## src/rtl/fpm_dram_ctrl.sv

```systemverilog
module fpm_dram_ctrl #(
  parameter int ROW_W  = 9,
  parameter int COL_W  = 9,
  parameter int DW     = 8,
  parameter int T_RP   = 3,
  parameter int T_RCD  = 2,
  parameter int T_CAS  = 3,
  parameter int T_CP   = 2,
  parameter int T_IDLE = 20,
  localparam int AW    = (ROW_W > COL_W) ? ROW_W : COL_W
) (
  input  logic                   clk,
  input  logic                   rst_n,
  input  logic                   req_valid,
  input  logic                   req_write,
  input  logic                   req_oe_late,
  input  logic [ROW_W+COL_W-1:0] req_addr,
  input  logic [DW-1:0]          req_wdata,
  output logic                   req_ready,
  output logic                   done,
  output logic [DW-1:0]          rdata,
  output logic                   ras_n,
  output logic                   cas_n,
  output logic                   we_n,
  output logic                   oe_n,
  output logic [AW-1:0]          mem_addr,
  output logic [DW-1:0]          dq_out,
  output logic                   dq_oe,
  input  logic [DW-1:0]          dq_in
);
  localparam int CW = $clog2(T_IDLE + T_RP + T_RCD + T_CAS + T_CP + 2);

  typedef enum logic [2:0] {S_IDLE, S_PRE, S_ROW, S_COLS, S_CAS, S_CHI, S_OPEN} st_t;

  st_t              st;
  logic [CW-1:0]    cnt;
  logic [ROW_W-1:0] open_row;
  logic [COL_W-1:0] cur_col;
  logic             cur_wr, cur_late, pend;
  logic [DW-1:0]    wdat;

  logic [ROW_W-1:0] req_row;
  logic [COL_W-1:0] req_col;
  logic             hit, in_col, row_phase;

  assign req_row   = req_addr[ROW_W+COL_W-1:COL_W];
  assign req_col   = req_addr[COL_W-1:0];
  assign hit       = (req_row == open_row);
  assign req_ready = (st == S_IDLE) || (st == S_OPEN);
  assign in_col    = (st == S_COLS) || (st == S_CAS);
  assign row_phase = (st == S_IDLE) || (st == S_PRE) || (st == S_ROW);

  assign ras_n    = (st == S_IDLE) || (st == S_PRE);
  assign cas_n    = (st != S_CAS);
  assign we_n     = !(in_col && cur_wr);
  assign dq_oe    = in_col && cur_wr;
  assign dq_out   = wdat;
  assign oe_n     = !(in_col && !cur_wr &&
                      (!cur_late || (st == S_CAS && cnt != CW'(T_CAS - 1))));
  assign mem_addr = row_phase ? AW'(open_row) : AW'(cur_col);

  always_ff @(posedge clk or negedge rst_n) begin
    if (!rst_n) begin
      st       <= S_IDLE;
      cnt      <= '0;
      open_row <= '0;
      cur_col  <= '0;
      cur_wr   <= 1'b0;
      cur_late <= 1'b0;
      pend     <= 1'b0;
      wdat     <= '0;
      done     <= 1'b0;
      rdata    <= '0;
    end else begin
      done <= 1'b0;
      if (req_valid && req_ready) begin
        open_row <= req_row;
        cur_col  <= req_col;
        cur_wr   <= req_write;
        cur_late <= req_oe_late;
        wdat     <= req_wdata;
      end
      case (st)
        S_IDLE: if (req_valid) begin
          st  <= S_ROW;
          cnt <= CW'(T_RCD - 1);
        end
        S_OPEN: begin
          if (req_valid && hit) begin
            st <= S_COLS;
          end else if (req_valid || cnt == '0) begin
            st   <= S_PRE;
            cnt  <= CW'(T_RP - 1);
            pend <= req_valid;
          end else begin
            cnt <= cnt - 1'b1;
          end
        end
        S_PRE: begin
          if (cnt == '0) begin
            st   <= pend ? S_ROW : S_IDLE;
            cnt  <= CW'(T_RCD - 1);
            pend <= 1'b0;
          end else begin
            cnt <= cnt - 1'b1;
          end
        end
        S_ROW: begin
          if (cnt == '0) st <= S_COLS;
          else           cnt <= cnt - 1'b1;
        end
        S_COLS: begin
          st  <= S_CAS;
          cnt <= CW'(T_CAS - 1);
        end
        S_CAS: begin
          if (cnt == '0) begin
            st   <= S_CHI;
            cnt  <= CW'(T_CP - 1);
            done <= 1'b1;
            if (!cur_wr) rdata <= dq_in;
          end else begin
            cnt <= cnt - 1'b1;
          end
        end
        S_CHI: begin
          if (cnt == '0) begin
            st  <= S_OPEN;
            cnt <= CW'(T_IDLE - 1);
          end else begin
            cnt <= cnt - 1'b1;
          end
        end
        default: st <= S_IDLE;
      endcase
    end
  end

  logic [CW-1:0] ras_hi_cnt;
  always_ff @(posedge clk or negedge rst_n) begin
    if (!rst_n)                                ras_hi_cnt <= CW'(T_RP);
    else if (!ras_n)                           ras_hi_cnt <= '0;
    else if (ras_hi_cnt < CW'(T_RP))           ras_hi_cnt <= ras_hi_cnt + 1'b1;
  end

  a_r4_precharge_len: assert property (@(posedge clk) disable iff (!rst_n)
    $fell(ras_n) |-> ras_hi_cnt >= CW'(T_RP));

  a_r5_cas_under_ras: assert property (@(posedge clk) disable iff (!rst_n)
    !cas_n |-> !ras_n);

  a_r6_we_setup: assert property (@(posedge clk) disable iff (!rst_n)
    $fell(cas_n) |-> $past(we_n) == we_n);

  a_r6_write_drive: assert property (@(posedge clk) disable iff (!rst_n)
    (!cas_n && !we_n) |-> (dq_oe && oe_n));

  a_r2_addr_hold: assert property (@(posedge clk) disable iff (!rst_n)
    (!cas_n && $past(!cas_n)) |-> $stable(mem_addr));

  a_r7_oe_read_only: assert property (@(posedge clk) disable iff (!rst_n)
    !oe_n |-> (we_n && !dq_oe));

  a_r9_done_pulse: assert property (@(posedge clk) disable iff (!rst_n)
    done |=> !done);

  a_r9_done_after_cas: assert property (@(posedge clk) disable iff (!rst_n)
    done |-> ($rose(cas_n) && !ras_n));

  a_r11_ready_idle: assert property (@(posedge clk) disable iff (!rst_n)
    req_ready |-> cas_n);
endmodule

```

## config.mk

```make
export PLATFORM = sky130hd
export DESIGN_NAME = fpm_dram_ctrl
export DESIGN_NICKNAME = d
export VERILOG_FILES = /design/src/rtl/fpm_dram_ctrl.sv
export SDC_FILE = /design/constraint.sdc
export NUM_CORES = 1
export LEC_CHECK = 0
export CAP_MARGIN = 15
export CELL_PAD_IN_SITES_DETAIL_PLACEMENT = 0
export CELL_PAD_IN_SITES_GLOBAL_PLACEMENT = 2
export CORE_UTILIZATION = 43
export CTS_BUF_LIST = sky130_fd_sc_hd__clkbuf_8 sky130_fd_sc_hd__clkbuf_16
export DETAILED_ROUTE_END_ITERATION = 7
export DONT_BUFFER_PORTS = 1
export PLACE_DENSITY = 0.9
export SYNTH_ARGS = -nofsm -noshare
export SYNTH_HDL_FRONTEND = slang
export SYNTH_SLANG_ARGS = --single-unit
```

## constraint.sdc

```tcl
create_clock -name clk -period 6.5 [get_ports clk]
set_clock_uncertainty 0.2 [all_clocks]
set_input_delay 0.975 -clock clk [delete_from_list [all_inputs] [get_ports clk]]
set_output_delay 0.975 -clock clk [all_outputs]
set_load 0.02 [all_outputs]
```

==> results of run 1 <==
## stage by stage
| stage | util (%) | power [mW] |
|---|---|---|
| after global routing | 47.77 | 1.678 |
| after detailed placement | 45.24 | 1.323 |
| after floorplan | - | 1.247 |
| final | 47.77 | 1.573 |
| after CTS | 47.77 | 1.585 |
| after global placement | 45.24 | 1.316 |
## worst register-to-register path, delay by kind of cell, from the launching register on
family / cells / cell delay, ps
multiplexers: 1 / 330
flip-flops: 1 / 850
buffers and inverters: 1 / 510
AND/OR/NAND/NOR: 3 / 1030
## worst max path at each step
| stage | start | slack, ps | to |
|---|---|---|---|
| after floorplan | st[1] | 3570 | mem_addr[0] |
| after global placement | st[1] | 2650 | mem_addr[1] |
| after detailed placement | st[1] | 2620 | mem_addr[3] |
| after CTS | st[1] | 2290 | mem_addr[3] |
| after global routing | st[1] | 2080 | mem_addr[7] |
| final | st[1] | 2280 | mem_addr[6] |
## cells in the mapped netlist (5+ instances only)
cell     instances  area (um^2)
a21oi_1          5        25.02
buf_6            5        56.30
dfrtp_1         46         1151
ha_1             5        62.56
inv_1            5        18.77
mux2_2          47        529.3
nand2_1          7        26.28
nor2_1          15        56.30
nor3_1           5        25.02
o21ai_0          7        35.03
xor2_1          10        87.58
## sequential cells by signal (all words and copies together) (netlist names)
name,flops
pend,1
cur_col,9
rdata,8
cur_wr,1
done,1
dq_out,8
cur_late,1
st,3
cnt,5
open_row,9
## cell type report
type	instances	area [um^2]
inverters	6	22.52
multi-input cells	151	1281
repair buffers	1	7.507
well taps	72	90.09
clock buffers	6	82.58
flip-flops and latches	46	1151
fillers	512	2947
clock inverters	2	60.06
## kinds of logic (layout without fill, tap and decap cells)
family | count (synthesis) | count (layout)
AO/OA/AOI/OAI | 33 | 33
XOR/XNOR | 10 | 10
adder cells (fa/ha/maj) | 6 | 6
buffers and inverters | 19 | 15
flip-flops | 46 | 46
multiplexers | 50 | 50
AND/OR/NAND/NOR | 52 | 52
## layer usage
| layer | vias to the layer above | global-route usage (%) | wire (um) |
|---|---|---|---|
| li1 | 775 | - | - |
| met1 | 798 | 22.06 | 2152 |
| met2 | 61 | 26.21 | 2306 |
| met3 | 10 | 5.943 | 420 |
| met4 | 0 | 5.273 | 71 |
| met5 | - | 0 | 0 |
## power groups by stage
stage	logic (mW)	clock network, mW	registers, mW
2_1_floorplan	0.695	0	0.552
3_3_place_gp	0.704	0	0.612
3_5_place_dp	0.711	0	0.612
4_1_cts	0.713	0.265	0.608
5_1_grt	0.775	0.274	0.629
6_report	0.708	0.258	0.607
==> flow_summary_export.csv, run 1 <==
group,metric,value,unit
floorplan,start_util,45.66,%
pwr,p_sw_share,41.53,%
synth,muxShareOfSynthArea,22.10,%
place,dpl_worst_slack,2618,ps
critical_path,r2r_start,"st[1]",
grt,grt_overflow,0,
final_layout,antenna_cells,0,
critical_path,rrSetupSlack,3460,ps
sta,rsz0062_at_grt,"no",
synth,syn_nets,260,
floorplan,dieArea,6304,um^2
pwr,p_clk_share,16.4,%
final_layout,layout_commonest_cell,"mux2_2",
pwr,leakage,1.154,nW
critical_path,critPathKind,"flip-flop to output port",
drt,drc,0,
drt,drt_first_iter_violations,92,
critical_path,crit_chain,"clkinv_1 -> ha_1 -> a21oi_2 -> mux2_2",
cts,max-clock-path-buffers,2,
cts,ctsResizeCount,0,
synth,postSynthAreaPerCell,11.93,um^2
synth,synth-simple-area-share,11.75,%
synth,synth_compound_area_share,9.665,%
sta,min_period,4218,ps
pwr,pwr-share-seq,38.6,%
critical_path,crit_path_end_kind,"output port",
sta,clock.fmax,237.1,MHz
synth,synth_xor_area_share,3.400,%
synth,syn_area,2576,um^2
cts,clk_latency,290,ps
pwr,p_int,0.9198,mW
critical_path,critPathSlowestCell,"dfrtp_1",
hold_path,hold_class,"input pin to async pin",
grt,grt_pass1_wl,8273,um
critical_path,worstPathMaxFanout,23,
critical_path,start_kind,"flip-flop",
place,hpwl,3515,um
run_status,status,"finished, final reports clean",
final_layout,area_growth,4.614,%
final_layout,fin_nets,255,
critical_path,crit_arrival,3040,ps
place,place_area,2552,um^2
sta,worstMarginPinSlew,902.2,ps
sta,tns,0,ps
sta,setup_viol,0,
drt,avgRoutedWirePerCell,17.43,um
synth,synth_ff_type,"dfrtp_1",
synth,synth-edff-count,0,
synth,ys_ff_latch,46,
critical_path,cp.depth,4,
critical_path,reg2reg_to,"cnt[1]",
synth,syn-instance-count,216,
sta,slew_headroom,39.69,%
cts,postCtsHoldBufs,0,
final_layout,fin_cells,284,
critical_path,cp_num_buf_inv,1,
floorplan,fp.coreArea,5642,um^2
final_layout,fin_area,2695,um^2
synth,ys_seq_area_share,44.68,%
pwr,p_comb_share,45.0,%
cts,root_buffer,"clkbuf_8",
cts,cts.htree.levels,2,
cts,postCtsSetupRepairBufs,0,
synth,yosys.cell_types.count,51,
final_layout,drive_gt1_share,31.60,%
sta,worst_slack,2282,ps
pwr,p_sw,0.6534,mW
grt,gr-usage-all-layers,16.89,%
cts,clk_pin_slew,80,ps
grt,grt_max_degree,47,
sta,drv_slew,0,
pwr,ir_drop,0.0003879,V
floorplan,die_width,79.40,um
cts,cts.sinks,46,
drt,first_pass_iters,4,
grt,grt_pass1_vias,1714,
floorplan,die_h,79.40,um
grt,antenna_found_initial,0,
sta,timing.final.crit_share,64.90,%
place,dp_cells,276,
critical_path,slowest_delay,850,ps
cts,cts_tree,"done",
synth,synthAdderAreaFrac,2.817,%
drt,ant_nets,0,
floorplan,pin_count,71,
sta,hold_ws,165.4,ps
synth,synth_top_family_by_area,"multiplexers",
drt,drt-total-wl,4950,um
critical_path,r2r_cells,5,
synth,synth-async-reset-ratio,100.0,%
drt,vias,1644,
critical_path,cp.required,5320,ps
sta,hold_viol,0,
critical_path,cp_top_family,"flip-flops",
synth,yosys_warnings,0,
floorplan,rows,27,
place,io_buffers,0,
drt,vias_per_cell,5.789,
place,routabilityCongestion,0.7359,
final_layout,final_cell_mix,"mux2_2, dfrtp_1, nor2_1",
flow_run,maxCapViolations,0,
pwr,power_density,583.7,nW/um^2
cts,cts_buffers,5,
Note: power is estimated with default switching activity, not from simulation.
==> run 2, diff against run 1 <==
Settings changed: CORE_UTILIZATION 43 to 40, PLACE_DENSITY 0.9 to 0.85.
Clock period 6.5 ns to 4.35 ns, I/O delays scaled along.
==> run 2 against run 1 <==
Effect of this change:
- hold slack improved by 140 ps
- combinational power rose by 57%
- die area rose by 7.3%
- flip-flop and latch count did not move
- total power rose by 46%
- critical path depth did not move
==> flow_summary_export.csv, run 2 (synthesis gave the netlist of run 1 again) <==
group,metric,value,unit
drt,drc,0,
sta,hold_viol,0,
drt,routed.top_layer,"met4",
grt,gr-usage-all-layers,15.85,%
floorplan,pin_count,71,
sta,timing.final.crit_share,74.76,%
final_layout,drive_gt1_share,31.94,%
drt,wl_met3,346,um
sta,hold_ws,304.6,ps
final_layout,fin_nets,259,
grt,grt_max_degree,47,
drt,vias_per_cell,5.656,
place,routabilityCongestion,0.7907,
place,dp_cells,281,
critical_path,start_kind,"flip-flop",
floorplan,die_h,82.26,um
pwr,leakage,1.164,nW
floorplan,start_util,42.51,%
sta,min_period,3252,ps
final_layout,fin_cells,291,
critical_path,cp.required,3500,ps
cts,ctsResizeCount,0,
pwr,p_comb_share,48.4,%
final_layout,final_cell_mix,"mux2_2, dfrtp_1, nor2_1",
floorplan,rows,28,
cts,clk_pin_slew,90,ps
flow_run,maxCapViolations,0,
final_layout,area_growth,5.537,%
place,io_buffers,0,
drt,wl_met2,2438,um
sta,drv_slew,0,
sta,clock.fmax,307.5,MHz
place,dpl_worst_slack,1391,ps
floorplan,die_width,82.26,um
pwr,pwr-share-seq,38.1,%
cts,postCtsHoldBufs,2,
cts,cts_buffers,5,
cts,postCtsSetupRepairBufs,0,
pwr,p_total,2.302,mW
cts,cts.htree.levels,2,
grt,grt_pass1_vias,1673,
hold_path,worstHoldPathCells,1,
pwr,p_sw_share,42.97,%
sta,worstMarginPinSlew,848.5,ps
critical_path,crit_arrival,2400,ps
cts,root_buffer,"clkbuf_8",
critical_path,r2r_cells,7,
pwr,p_clk_share,13.5,%
drt,first_pass_iters,4,
cts,clk_latency,290,ps
critical_path,crit_path_end_kind,"output port",
grt,grt_pass1_wl,7997,um
final_layout,layout_commonest_cell,"mux2_2",
drt,drt-total-wl,5036,um
floorplan,dieArea,6766,um^2
final_layout,fin_area,2719,um^2
critical_path,critPathKind,"flip-flop to output port",
pwr,ir_drop,0.0004443,V
drt,ant_nets,0,
drt,avgRoutedWirePerCell,17.31,um
sta,slew_headroom,42.84,%
cts,cts.sinks,46,
sta,tns,0,ps
pwr,p_sw,0.9890,mW
grt,antenna_found_initial,0,
final_layout,reg.largest.list,"cur_col x9, open_row x9",
sta,rsz0062_at_grt,"no",
critical_path,worstPathMaxFanout,15,
pwr,power_density,846.6,nW/um^2
sta,worst_slack,1098,ps
grt,grt_overflow,0,
drt,vias,1646,
sta,setup_viol,0,
run_status,status,"finished, final reports clean",
place,hpwl,3587,um
pwr,p_int,1.313,mW
drt,wl_met1,2213,um
cts,cts_tree,"done",
hold_path,hold_class,"input pin to flip-flop",
drt,drt_first_iter_violations,81,
place,place_area,2571,um^2
floorplan,fp.coreArea,6061,um^2
cts,max-clock-path-buffers,2,
final_layout,antenna_cells,0,
final_layout,post-route-util,44.86,%
run 2: cell count changes in the layout (fill, tap and decap cells not counted), sizes merged:
cell and delta:
buf +3, bufinv -1, clkbuf -1, clkinvlp +1, dlygate4sd3 +1, inv +1
run 2: power groups by stage:
stage | clock, mW | sequential (mW) | combinational [mW]
2_1_floorplan | 0 | 0.825 | 1.04
3_3_place_gp | 0 | 0.884 | 1.10
3_5_place_dp | 0 | 0.885 | 1.11
4_1_cts | 0.321 | 0.879 | 1.13
5_1_grt | 0.329 | 0.908 | 1.21
6_report | 0.311 | 0.878 | 1.11
run 2: worst paths after layout:
check	start	endpoint	slack, ps
worst max-delay path	st[2]	mem_addr[6]	1100
worst max register to register	cnt[0]	st[2]	1580
worst min register to register	cur_col[1]	cur_col[1]	310
worst min-delay path	dq_in[3]	rdata[3]	300
max in group asynchronous	rst_n	cnt[0]	3080
min in group asynchronous	rst_n	open_row[2]	640
run 2: critical path, cell delays in order, from the launching register on:
cell	delay, ps
dfrtp_1	630
inv_1	220
ha_1	350
a21oi_2	440
mux2_2	460
run 2: metal layers:
layer  up-vias  GRT usage [%]
met5         -              0
met4         0          5.263
met3         4          4.835
met2        49          25.95
met1       812          19.85
li1        781              -
run 2: final cells by class:
class	instances	area, um^2
Clock buffer	5	68.82
Clock inverter	3	41.29
Fill cell	570	3342
Inverter	6	22.52
Multi-Input combinational cell	151	1281
Sequential cell	46	1151
Tap cell	75	93.84
Timing Repair Buffer	5	60.06
==> run 3, diff against run 2 <==
Settings changed: CORE_UTILIZATION 40 to 36, PLACE_DENSITY 0.85 to 0.81.
Clock period 4.35 ns to 2.9 ns, I/O delays scaled along.
==> run 3 against run 2 <==
Effect of this change:
- cell count grew 10%
- register-to-register slack lost 1400 ps
- core utilization shrank 3.9 points
- hold slack lost 220 ps
- largest cell class unchanged
- sequential power grew 49%
- global-route usage shrank 0.89 points
- critical path type is now flip-flop to flip-flop
- via count grew 1.8%
- wire length grew 3.5%
- count of clock-buffer cells in the layout is the same
- die area grew 11%
- clock power grew 55%
==> flow_summary_export.csv, run 3 (synthesis gave the netlist of run 1 again) <==
group,metric,value,unit
cts,max-clock-path-buffers,2,
final_layout,reg.largest.list,"cur_col x9, open_row x9",
grt,grt_max_degree,47,
hold_path,min_from,"req_wdata[1]",
final_layout,drive_gt1_share,35.71,%
cts,cts.htree.levels,2,
hold_path,worstHoldPathCells,1,
critical_path,worstPathMaxFanout,8,
final_layout,final_cell_mix,"mux2_2, dfrtp_1, nor2_1",
grt,grt_pass1_vias,1784,
floorplan,dieArea,7499,um^2
drt,vias_per_cell,5.234,
sta,hold_viol,0,
place,io_buffers,0,
place,place_area,2658,um^2
cts,cts.sinks,46,
place,hpwl,3770,um
final_layout,layout_commonest_cell,"mux2_2",
cts,clk_latency,300,ps
cts,clk_pin_slew,90,ps
cts,root_buffer,"clkbuf_8",
grt,gr-usage-all-layers,14.96,%
sta,worstMarginPinSlew,499.4,ps
drt,avgRoutedWirePerCell,16.29,um
critical_path,cp_top_family,"simple AND/OR/NAND/NOR gates",
sta,drv_slew,0,
final_layout,fin_nets,267,
cts,cts_buffers,5,
pwr,ir_drop,0.0005929,V
critical_path,start_kind,"flip-flop",
floorplan,pin_count,71,
critical_path,crit_chain,"inv_1 -> ha_1 -> or4b_1 -> o31ai_4 -> or3b_1 -> mux2_4",
drt,drc,0,
sta,setup_viol,0,
grt,grt_overflow,0,
sta,slew_headroom,66.58,%
hold_path,min_to,"dq_out[1]",
critical_path,crit_path_end_kind,"flip-flop",
critical_path,r2r_start,"cnt[0]",
drt,vias,1675,
drt,ant_nets,0,
cts,cts_tree,"done",
final_layout,post-route-util,40.95,%
drt,first_pass_iters,4,
grt,antenna_found_initial,0,
drt,drt_first_iter_violations,97,
final_layout,fillers,667,
hold_path,hold_class,"input pin to flip-flop",
pwr,power_density,1260,nW/um^2
sta,timing.final.crit_share,93.41,%
critical_path,cp.required,2890,ps
run_status,status,"finished, final reports clean",
critical_path,crit_arrival,2700,ps
final_layout,final-seq-area,1152,um^2
floorplan,die_h,86.60,um
critical_path,rrSetupSlack,190,ps
floorplan,start_util,37.50,%
final_layout,antenna_cells,0,
critical_path,critPathSlowestCell,"or4b_1",
drt,drt-total-wl,5212,um
floorplan,rows,30,
sta,clock.fmax,369.2,MHz
pwr,leakage,1.203,nW
sta,min_period,2709,ps
sta,tns,0,ps
critical_path,critPathKind,"flip-flop to flip-flop",
critical_path,cp_num_buf_inv,1,
sta,rsz0062_at_grt,"no",
final_layout,multi_input_area,1281,um^2
final_layout,area_growth,9.179,%
floorplan,die_width,86.60,um
critical_path,slowest_delay,700,ps
place,routabilityCongestion,0.8309,
floorplan,fp.coreArea,6869,um^2
grt,grt_pass1_wl,8742,um
critical_path,reg2reg_to,"cnt[1]",
final_layout,fin_area,2813,um^2
flow_run,maxCapViolations,0,
cts,postCtsSetupRepairBufs,0,
critical_path,r2r_cells,6,
## run 3: cell types whose count changed in the layout (fill, tap and decap cells not counted), sizes merged
cell  change
buf       +8
## run 3: worst reg2reg max path, delay by kind of cell (launching register included)
kind | cells | cell delay (ps)
mux | 1 | 320
buf+inv | 1 | 130
fa+ha+maj | 1 | 250
simple gates | 2 | 980
compound gates | 1 | 290
flops | 1 | 420
## run 3: how the worst max path moves through the flow
| stage | start | to | slack, ps | cells after the start |
|---|---|---|---|---|
| CTS | st[1] | mem_addr[8] | 40 | 5 |
| global route | cnt[0] | cnt[4] | 30 | 6 |
| detailed placement | cnt[0] | cnt[1] | 210 | 6 |
| finish | cnt[0] | cnt[1] | 190 | 6 |
| floorplan | st[1] | mem_addr[0] | 510 | 4 |
| global placement | cnt[0] | cnt[4] | 250 | 6 |
## run 3: cell type report
class	instances	area share, %
clock buffer	5	2.447
clock inverter	3	1.557
timing repair buffer	13	4.270
inverter	6	0.9342
sequential	46	40.97
tap	96	4.270
multi-input combinational	151	45.55
## run 3: power by group
part / internal, mW / switching [mW]
sequential: 0.937 / 0.370
combinational: 0.835 / 0.920
clock: 0.258 / 0.225
## run 3: what timing repair did
item | in CTS | in global routing
setup endpoints to repair | 0 | 9
gates resized for setup | 0 | 2
hold endpoints to repair | 46 | 0
hold buffers | 2 | 0
## run 3: layer usage
metal	wire length, um	global-route usage [%]	share of wire [%]	vias up
li1	-	-	-	796
met1	2363	19.43	45	806
met2	2341	23.95	45	64
met3	406	4.476	7.8	9
met4	99	4.848	1.9	0
met5	0	0	0	-
## run 3: stage by stage
stage	setup WS [ps]	hold slack (ps)	power, mW	std cells
4_1_cts	41.45	72.44	3.572	320
3_5_place_dp	205.6	-59.46	3.062	310
5_1_grt	29.20	65.15	3.798	320
3_3_place_gp	254.5	-59.46	3.054	310
6_report	191.1	80.00	3.544	320
2_1_floorplan	509.3	-60.59	2.794	216
